### src/rtl/stateen_pkg.sv
`timescale 1ns/1ps
package stateen_pkg;
    localparam int NIDX = 4;
    localparam int DW   = 64;
    localparam int HW   = DW / 2;
    localparam int AW   = 12;
    localparam int IW   = $clog2(NIDX);

    typedef logic [DW-1:0]            word_t;
    typedef logic [NIDX-1:0][DW-1:0]  bank_t;

    localparam word_t ENABLE_BIT = word_t'(1) << (DW - 1);

    // privilege encodings
    localparam logic [1:0] PRV_U = 2'b00;
    localparam logic [1:0] PRV_S = 2'b01;
    localparam logic [1:0] PRV_M = 2'b11;

    // base addresses; index occupies addr[1:0]
    localparam logic [AW-1:0] A_M_LO = 12'h30C;
    localparam logic [AW-1:0] A_M_HI = 12'h31C;
    localparam logic [AW-1:0] A_H_LO = 12'h60C;
    localparam logic [AW-1:0] A_H_HI = 12'h61C;
    localparam logic [AW-1:0] A_S_LO = 12'h10C;

    typedef enum logic [1:0] {
        LVL_S    = 2'd0,
        LVL_H    = 2'd1,
        LVL_M    = 2'd2,
        LVL_NONE = 2'd3
    } lvl_e;

    typedef struct packed {
        logic          hit;
        lvl_e          lvl;
        logic          hi;
        logic [IW-1:0] idx;
    } dec_t;

    typedef struct packed {
        bank_t m;
        bank_t h;
        bank_t s;
    } state_t;
endpackage

### src/rtl/stateen_decode.sv
`timescale 1ns/1ps
module stateen_decode
    import stateen_pkg::*;
(
    input  logic [AW-1:0] addr,
    output dec_t          dec
);
    localparam int TAG = AW - IW;

    always_comb begin
        dec.hit = 1'b1;
        dec.lvl = LVL_NONE;
        dec.hi  = 1'b0;
        dec.idx = addr[IW-1:0];
        if (addr[AW-1:IW] == A_M_LO[AW-1:IW]) begin
            dec.lvl = LVL_M;
        end else if (addr[AW-1:IW] == A_M_HI[AW-1:IW]) begin
            dec.lvl = LVL_M;
            dec.hi  = 1'b1;
        end else if (addr[AW-1:IW] == A_H_LO[AW-1:IW]) begin
            dec.lvl = LVL_H;
        end else if (addr[AW-1:IW] == A_H_HI[AW-1:IW]) begin
            dec.lvl = LVL_H;
            dec.hi  = 1'b1;
        end else if (addr[AW-1:IW] == A_S_LO[AW-1:IW]) begin
            dec.lvl = LVL_S;
        end else begin
            dec.hit = 1'b0;
        end
    end

    logic [TAG-1:0] unused_tag;
    assign unused_tag = '0;
endmodule

### src/rtl/stateen_access.sv
`timescale 1ns/1ps
module stateen_access
    import stateen_pkg::*;
#(
    parameter bit IS_RV32 = 1'b0
)(
    input  lvl_e       lvl,
    input  logic       hi,
    input  logic       feat_en,
    input  logic [1:0] priv,
    input  logic       virt,
    output logic       allowed
);
    logic lvl_ok;
    logic half_ok;

    always_comb begin
        lvl_ok = 1'b0;
        case (lvl)
            LVL_M:   lvl_ok = (priv == PRV_M);
            LVL_H:   lvl_ok = (priv == PRV_M) || ((priv == PRV_S) && !virt);
            LVL_S:   lvl_ok = (priv == PRV_M) || (priv == PRV_S);
            default: lvl_ok = 1'b0;
        endcase
    end

    generate
        if (IS_RV32) begin : g_half32
            assign half_ok = 1'b1;
        end else begin : g_half64
            assign half_ok = !hi;
        end
    endgenerate

    assign allowed = feat_en && lvl_ok && half_ok;
endmodule

### src/rtl/stateen_regs.sv
`timescale 1ns/1ps
module stateen_regs
    import stateen_pkg::*;
#(
    parameter bit    IS_RV32 = 1'b0,
    parameter bank_t WMASK   = {NIDX{ENABLE_BIT}}
)(
    input  logic  clk,
    input  logic  rst_n,
    input  logic  wr_en,
    input  dec_t  dec,
    input  word_t wdata,
    input  logic  virt,
    output word_t rd_raw,
    output state_t st
);
    state_t st_d, st_q;
    word_t  old_w, merged_w, mask_w, next_w;

    // currently addressed word
    always_comb begin
        case (dec.lvl)
            LVL_M:   old_w = st_q.m[dec.idx];
            LVL_H:   old_w = st_q.h[dec.idx];
            LVL_S:   old_w = st_q.s[dec.idx];
            default: old_w = '0;
        endcase
    end

    // write data placed into the addressed half
    generate
        if (IS_RV32) begin : g_merge32
            always_comb begin
                if (dec.hi) merged_w = {wdata[HW-1:0], old_w[HW-1:0]};
                else        merged_w = {old_w[DW-1:HW], wdata[HW-1:0]};
            end
            always_comb begin
                if (dec.hi) rd_raw = {{HW{1'b0}}, old_w[DW-1:HW]};
                else        rd_raw = {{HW{1'b0}}, old_w[HW-1:0]};
            end
        end else begin : g_merge64
            assign merged_w = dec.hi ? {wdata[HW-1:0], old_w[HW-1:0]} : wdata;
            assign rd_raw   = dec.hi ? {{HW{1'b0}}, old_w[DW-1:HW]} : old_w;
        end
    endgenerate

    // mask inherited from the higher-level copies
    always_comb begin
        case (dec.lvl)
            LVL_M:   mask_w = WMASK[dec.idx];
            LVL_H:   mask_w = WMASK[dec.idx] & st_q.m[dec.idx];
            LVL_S:   mask_w = WMASK[dec.idx] & ~ENABLE_BIT & st_q.m[dec.idx]
                              & (virt ? st_q.h[dec.idx] : {DW{1'b1}});
            default: mask_w = '0;
        endcase
        next_w = (old_w & ~mask_w) | (merged_w & mask_w);
    end

    always_comb begin
        st_d = st_q;
        if (wr_en) begin
            case (dec.lvl)
                LVL_M:   st_d.m[dec.idx] = next_w;
                LVL_H:   st_d.h[dec.idx] = next_w;
                LVL_S:   st_d.s[dec.idx] = next_w;
                default: st_d = st_q;
            endcase
        end
    end

    always_ff @(posedge clk or negedge rst_n) begin
        if (!rst_n) st_q <= '0;
        else        st_q <= st_d;
    end

    assign st = st_q;
endmodule

### src/rtl/stateen_bank.sv
`timescale 1ns/1ps
module stateen_bank
    import stateen_pkg::*;
#(
    parameter bit    IS_RV32 = 1'b0,
    parameter bank_t WMASK   = {NIDX{ENABLE_BIT}}
)(
    input  logic               clk,
    input  logic               rst_n,
    input  logic               feat_en,
    input  logic [1:0]         priv,
    input  logic               virt,
    input  logic               req_valid,
    input  logic               req_write,
    input  logic [AW-1:0]      req_addr,
    input  logic [DW-1:0]      req_wdata,
    output logic               rsp_hit,
    output logic               rsp_illegal,
    output logic [DW-1:0]      rsp_rdata,
    output logic [NIDX*DW-1:0] m_en,
    output logic [NIDX*DW-1:0] h_en,
    output logic [NIDX*DW-1:0] s_en
);
    dec_t   dec_w;
    logic   allowed_w;
    logic   wr_en_w;
    logic   hi_sel_w;
    word_t  rd_raw_w;
    state_t st_w;

    stateen_decode u_dec (
        .addr (req_addr),
        .dec  (dec_w)
    );

    stateen_access #(.IS_RV32(IS_RV32)) u_acc (
        .lvl     (dec_w.lvl),
        .hi      (dec_w.hi),
        .feat_en (feat_en),
        .priv    (priv),
        .virt    (virt),
        .allowed (allowed_w)
    );

    assign wr_en_w  = req_valid && req_write && dec_w.hit && allowed_w;
    assign hi_sel_w = dec_w.hit && dec_w.hi;

    stateen_regs #(.IS_RV32(IS_RV32), .WMASK(WMASK)) u_regs (
        .clk    (clk),
        .rst_n  (rst_n),
        .wr_en  (wr_en_w),
        .dec    (dec_w),
        .wdata  (req_wdata),
        .virt   (virt),
        .rd_raw (rd_raw_w),
        .st     (st_w)
    );

    assign rsp_hit     = req_valid && dec_w.hit;
    assign rsp_illegal = req_valid && dec_w.hit && !allowed_w;
    assign rsp_rdata   = (req_valid && dec_w.hit && allowed_w) ? rd_raw_w : '0;
    assign m_en        = st_w.m;
    assign h_en        = st_w.h;
    assign s_en        = st_w.s;
endmodule

### config.mk
export PLATFORM = sky130hd
export DESIGN_NAME = stateen_bank
export DESIGN_NICKNAME = d
export VERILOG_FILES = /design/src/rtl/stateen_pkg.sv /design/src/rtl/stateen_decode.sv /design/src/rtl/stateen_access.sv /design/src/rtl/stateen_regs.sv /design/src/rtl/stateen_bank.sv
export SDC_FILE = /design/constraint.sdc
export NUM_CORES = 1
export LEC_CHECK = 0
export BUFFER_PORTS_ARGS = -buffer_cell sky130_fd_sc_hd__buf_2
export CORE_MARGIN = 5
export CORE_UTILIZATION = 30
export DETAILED_ROUTE_END_ITERATION = 8
export PLACE_DENSITY = 0.49
export SYNTH_ARGS = -nofsm -noshare
export SYNTH_HDL_FRONTEND = slang
export SYNTH_SLANG_ARGS = --single-unit
export TNS_END_PERCENT = 50
### constraint.sdc
create_clock -name clk -period 10 [get_ports clk]
set_input_delay 2 -clock clk [delete_from_list [all_inputs] [get_ports clk]]
set_output_delay 2 -clock clk [all_outputs]
set_load 0.02 [all_outputs]
==> results of run 1 <==
-- area by class of cell --
cell class	instances	share of cell area, %
Antenna cell	1	0.00566
Clock buffer	143	6.23
Tap cell	1536	4.34
Timing Repair Buffer	935	11.4
Multi-Input combinational cell	1272	34.0
Inverter	4	0.0339
Sequential cell	768	43.4
Clock inverter	26	0.611
-- power breakdown --
part	switching, mW	total [mW]	internal (mW)
Sequential	0.0000000000000000936	3.11	3.11
Combinational	0.120	0.162	0.0424
Clock	1.37	3.36	2.00
-- layer usage --
layer  GRT usage, %  part of all wire, %
met5              0                    0
met4           6.66                  3.2
met3           5.49                  6.2
met2           37.0                   50
met1           26.8                   41
-- stage by stage --
step                      std cells  cell area (sq um)
after floorplan                2263              35400
after global placement         4515              41200
after detailed placement       4515              41200
after CTS                      4684              44200
after global routing           4684              44200
final                          4685              44200
-- worst max-delay path, stage by stage --
cell and delay (ns):
buf_2 0.12, or4_4 0.57, nor4_1 0.89, inv_1 0.27
ha_4 0.46, or4_1 0.62, buf_4 0.27, or2_4 0.38
buf_4 0.30, nor2b_1 0.27, buf_2 0.22
-- synthesized netlist by cell type, drive strengths merged (4+ instances only) --
master | n | area, sq um
mux4 | 190 | 4280
nor2b | 65 | 407
inv | 4 | 15.0
nand2b | 4 | 25.0
clkbuf | 112 | 420
nor4 | 14 | 268
nand2 | 73 | 274
ha | 5 | 62.6
mux2i | 5 | 50.1
buf | 107 | 779
dfrtp | 768 | 19200
a22oi | 63 | 473
a21oi | 63 | 315
mux2 | 769 | 8660
-- path summary, 6_finish.rpt --
path	to	slack [ns]
min in group asynchronous	u_regs.st[519]$_DFFE_PN0P_	1.31
worst max-delay path	rsp_rdata[21]	1.55
worst min-delay path	u_regs.st[529]$_DFFE_PN0P_	0.51
worst max register to register	u_regs.st[191]$_DFFE_PN0P_	7.61
worst min register to register	u_regs.st[529]$_DFFE_PN0P_	0.51
max in group asynchronous	u_regs.st[32]$_DFFE_PN0P_	6.59
-- kinds of logic (layout without fill, tap and decap cells) --
group | Yosys count | after routing
compound gates | 133 | 133
xor+xnor | 1 | 1
fa+ha+maj | 5 | 5
buf+inv | 223 | 1108
flops | 768 | 768
mux | 964 | 964
other cells | 0 | 1
simple gates | 169 | 169
==> flow_summary.yaml, run 1 <==
outcome:
  status: "complete, no violations"
cells_and_area:
  seq_area_sq_um: 19200
  layout_commonest_cell: "buf_2"
  mostFrequentLayoutCells: "852 x buf_2, 768 x dfrtp_1, 710 x mux2_2"
  n_fill_cell: 11500
  fin_nets: 3162
  utilization_pct: 37.6
  largest_reg_flops: 768
  final_layout_size_suffix_gt1_share_pct: 63.5
  multi_input_area_sq_um: 15000
  syn_to_final_growth_pct: 24.9
global_routing:
  grt_max_degree: 168
  gr-total-overflow: 0
  antenna_found_initial: 1
  track_usage_pct: 21.5
  grt_pass1_wl_microns: 198000
  grt_pass1_vias: 25300
drt:
  first_pass_iters: 4
  remaining_drc_errors: 0
  routed_wl_microns: 139000
  ant_nets: 0
  vias: 24100
  routedWlPerCell_microns: 29.6
  vias_per_cell: 5.15
  drt_iter0_markers: 1384
timing:
  fin_ws_ns: 1.55
  fin_crit_ns: 8.45
  maxSlewHeadroom_pct: 22.2
  report.final.slew_viol_count: 0
  period_share_pct: 84.5
  worst_pin_slew_ns: 1.17
  hold_viol: 0
  fin_hold_ws_ns: 0.509
  fin_skew_ns: 0.0204
  max_freq_mhz: 118
  finalSetupViolCount: 0
  rsz0062_at_grt: "no"
  tns_ns: 0
clock_network:
  cts_root_buf: "clkbuf_16"
  post-cts-setup-buffers: 0
  tritoncts: "done"
  clock_latency_ns: 0.65
  tritoncts.num_buffers: 92
  htreeDepth: 3
  clockBufferDepth: 3
  postCtsHoldBufs: 0
  cts_resized: 0
  clock_sinks: 768
  clk_pin_slew_ns: 0.06
job:
  maxCapViolations: 0
yosys:
  synth_xor_area_share_pct: 0.0247
  synth_top_family_by_area: "multiplexers"
  yosys-mux-area-fraction_pct: 36.7
  syn_nets: 2352
  synth_area_sq_um: 35400
  ys.warnings.count: 0
  ys.flop_type: "dfrtp_1"
  synthCells: 2263
  synth_edf_count: 0
  synthSimpleGateAreaFrac_pct: 3.04
  synth_fa_ha_area_share_pct: 0.177
  synth-compound-area-share_pct: 2.38
  syn_area_per_cell_sq_um: 15.6
  synth_seq_area_share_pct: 54.3
  async_reset_ff_share_pct: 100
  synth-seq-cells: 768
  synth.distinct_cells: 37
critical_path:
  path_class: "in2out"
  cp_max_fo: 33
  timing.rr.start: "u_regs.st[703]$_DFFE_PN0P_"
  reg2reg_depth: 5
  cp_data_arrival_time_ns: 6.45
  cp.required_ns: 8.00
  crit_path_start_kind: "primary input"
  critPathLaunch: "req_addr[5]"
  cp-end-kind: "primary output"
placed_design:
  dp_hpwl_microns: 88900
  io_buffers: 855
  post-place-ws_ns: 1.56
  routabilityCongestion: 0.807
power:
  p_leak_nw: 23.1
  powerDensity_nw_per_um2: 150
  power_mw: 6.64
  ir_drop_mv: 0.132
die:
  start_util_pct: 30.1
  coreArea_sq_um: 118000
  die_h_microns: 354
  ios: 918
  chipWidth_microns: 354
  die-area_sq_um: 125000
  fp-row-count: 126
min_path:
  holdPathStages: 1
  hp-class: "reg2reg"
  min_from: "u_regs.st[529]$_DFFE_PN0P_"
Note: power is estimated with default switching activity, not from simulation.
==> run 2, diff against run 1 <==
ABC_AREA = 1   (was not set)
PLACE_DENSITY = 0.51   (was 0.49)
clock period = 7.03 ns   (was 10 ns; I/O delays follow)
==> flow_summary.yaml, run 2 <==
yosys:
  synth_area_sq_um: 37000
  synth_top_area_share_pct: 51.9
  yosysMostFrequentCell: "nand2_1"
  ys.warnings.count: 0
  synth-seq-cells: 768
  synth_seq_area_share_pct: 51.9
  synth.distinct_cells: 25
  syn_area_per_cell_sq_um: 7.52
  synthCells: 4928
  ys_top_cells_by_count: "3353 x nand2_1, 768 x dfrtp_1, 190 x nand4_1"
  yosys-top-cells-area: "dfrtp_1 52%, nand2_1 34%, buf_6 3.4%"
  synth_top_area_cell: "dfrtp_1"
  async_reset_ff_share_pct: 100
  syn_nets: 5017
  synth_edf_count: 0
  ys.flop_type: "dfrtp_1"
timing:
  max_freq_mhz: 166
  rsz0062_at_grt: "no"
  worst_pin_slew_ns: 1.27
  fin_crit_ns: 6.03
  tns_ns: 0
  period_share_pct: 85.7
  fin_ws_ns: 1.00
  hold_viol: 0
  maxSlewHeadroom_pct: 15.2
  fin_skew_ns: 0.0320
  finalSetupViolCount: 0
  report.final.slew_viol_count: 0
placed_design:
  post-place-ws_ns: 0.945
  routabilityCongestion: 0.890
  dp_hpwl_microns: 123000
  io_buffers: 855
drt:
  drt_iter0_markers: 4364
  vias: 37700
  routedWlPerCell_microns: 26.3
  vias_per_cell: 5.14
  ant_nets: 0
  first_pass_iters: 5
  routed_wl_microns: 193000
  remaining_drc_errors: 0
critical_path:
  cp_data_arrival_time_ns: 4.62
  cp-end-kind: "primary output"
  cp.required_ns: 5.62
  reg2reg_depth: 9
  cp_max_fo: 25
  path_class: "in2out"
  timing.rr.start: "u_regs.st[575]$_DFFE_PN0P_"
  crit_path_start_kind: "primary input"
  critPathLaunch: "req_addr[7]"
power:
  p_switching_mw: 2.30
  seqPwrFrac_pct: 45.6
  ir_drop_mv: 0.170
  p_int_mw: 7.38
  p_leak_nw: 26.9
  pwr-share-comb_pct: 2.7
  p_sw_share_pct: 23.8
  powerDensity_nw_per_um2: 214
  power.share.clock_pct: 51.6
clock_network:
  cts_root_buf: "clkbuf_16"
  clock_latency_ns: 0.68
  postCtsHoldBufs: 0
  post-cts-setup-buffers: 0
  htreeDepth: 3
  tritoncts.num_buffers: 94
  tritoncts: "done"
  clockBufferDepth: 3
  clock_sinks: 768
  cts_resized: 0
  clk_pin_slew_ns: 0.06
global_routing:
  grt_pass1_vias: 36000
  antenna_found_initial: 5
  gr-total-overflow: 0
  track_usage_pct: 28.5
  grt_max_degree: 117
  grt_pass1_wl_microns: 273000
die:
  die_h_microns: 361
  die-area_sq_um: 131000
  fp-row-count: 129
  coreArea_sq_um: 123000
  chipWidth_microns: 361
  ios: 918
  start_util_pct: 30.1
cells_and_area:
  final_layout_size_suffix_gt1_share_pct: 21.0
  fin_nets: 5720
  largest_reg_flops: 768
  syn_to_final_growth_pct: 21.9
  layout_commonest_cell: "nand2_1"
  mostFrequentLayoutCells: "3352 x nand2_1, 854 x buf_2, 768 x dfrtp_1"
job:
  maxCapViolations: 0
min_path:
  min_from: "u_regs.st[616]$_DFFE_PN0P_"
  hp-class: "reg2reg"
  holdPathStages: 2
outcome:
  status: "complete, no violations"
[run 2: final timing paths]
kind	endpoint	slack (ns)
worst max-delay path	rsp_rdata[2]	1.00
worst max register to register	u_regs.st[191]$_DFFE_PN0P_	5.27
worst min-delay path	u_regs.st[616]$_DFFE_PN0P_	0.50
worst min register to register	u_regs.st[616]$_DFFE_PN0P_	0.50
min in group asynchronous	u_regs.st[105]$_DFFE_PN0P_	0.76
max in group asynchronous	u_regs.st[663]$_DFFE_PN0P_	4.67
[run 2: critical path, cell delays in order]
cell      delay [ns]
buf_2           0.10
inv_1           0.04
nand2_1         0.07
nor2_1          0.13
nand3_1         0.14
nand2_1         0.37
ha_1            0.63
inv_1           0.09
nand3b_1        0.10
nand2_1         0.06
inv_2           0.06
nand2_2         0.09
nor2_8          0.21
nand2_4         0.39
buf_4           0.37
nor2_1          0.13
buf_2           0.19
[run 2: kinds of logic after synthesis]
kind of cell	count (synthesis)	synth area share (%)
AO/OA/AOI/OAI	1	0.0135
adder cells (fa/ha/maj)	5	0.169
buffers and inverters	420	7.23
flip-flops	768	51.9
AND/OR/NAND/NOR	3734	40.7
[run 2: per-stage QoR]
step | cell area [sq um] | util (%) | power [mW] | instances | hold slack [ns]
floorplan | 37000 | - | 4.61 | 4928 | 0.603
detailed placement | 42100 | 34.1 | 4.77 | 7172 | 0.483
finish | 45200 | 36.7 | 9.69 | 7337 | 0.499
global route | 45200 | 36.7 | 9.94 | 7335 | 0.517
global placement | 42100 | 34.1 | 4.77 | 7172 | 0.484
CTS | 45200 | 36.7 | 9.75 | 7335 | 0.500
[run 2: metal layers]
layer	part of all wire, %	vias up	global-route usage, %
met5	0.0067	-	0
met4	4.3	2	11.2
met3	10	424	6.96
met2	44	2275	44.2
met1	41	18600	38.5
li1	-	16500	-
[run 2: layout make-up]
| cell class | instances | area (sq um) |
|---|---|---|
| inverter | 89 | 362 |
| antenna | 2 | 5.00 |
| clock buffer | 130 | 2730 |
| multi-input combinational | 3740 | 15200 |
| timing repair buffer | 938 | 5210 |
| clock inverter | 33 | 377 |
| fill | 13100 | 78000 |
| sequential | 768 | 19200 |
| tap | 1637 | 2050 |
[run 2: power by group through the flow]
stage | combinational (mW) | sequential [mW] | clock [mW]
after CTS | 0.268 | 4.42 | 5.06
after global routing | 0.286 | 4.42 | 5.24
after floorplan | 0.108 | 4.50 | 0
after detailed placement | 0.267 | 4.50 | 0
final | 0.263 | 4.42 | 5.00
after global placement | 0.267 | 4.50 | 0
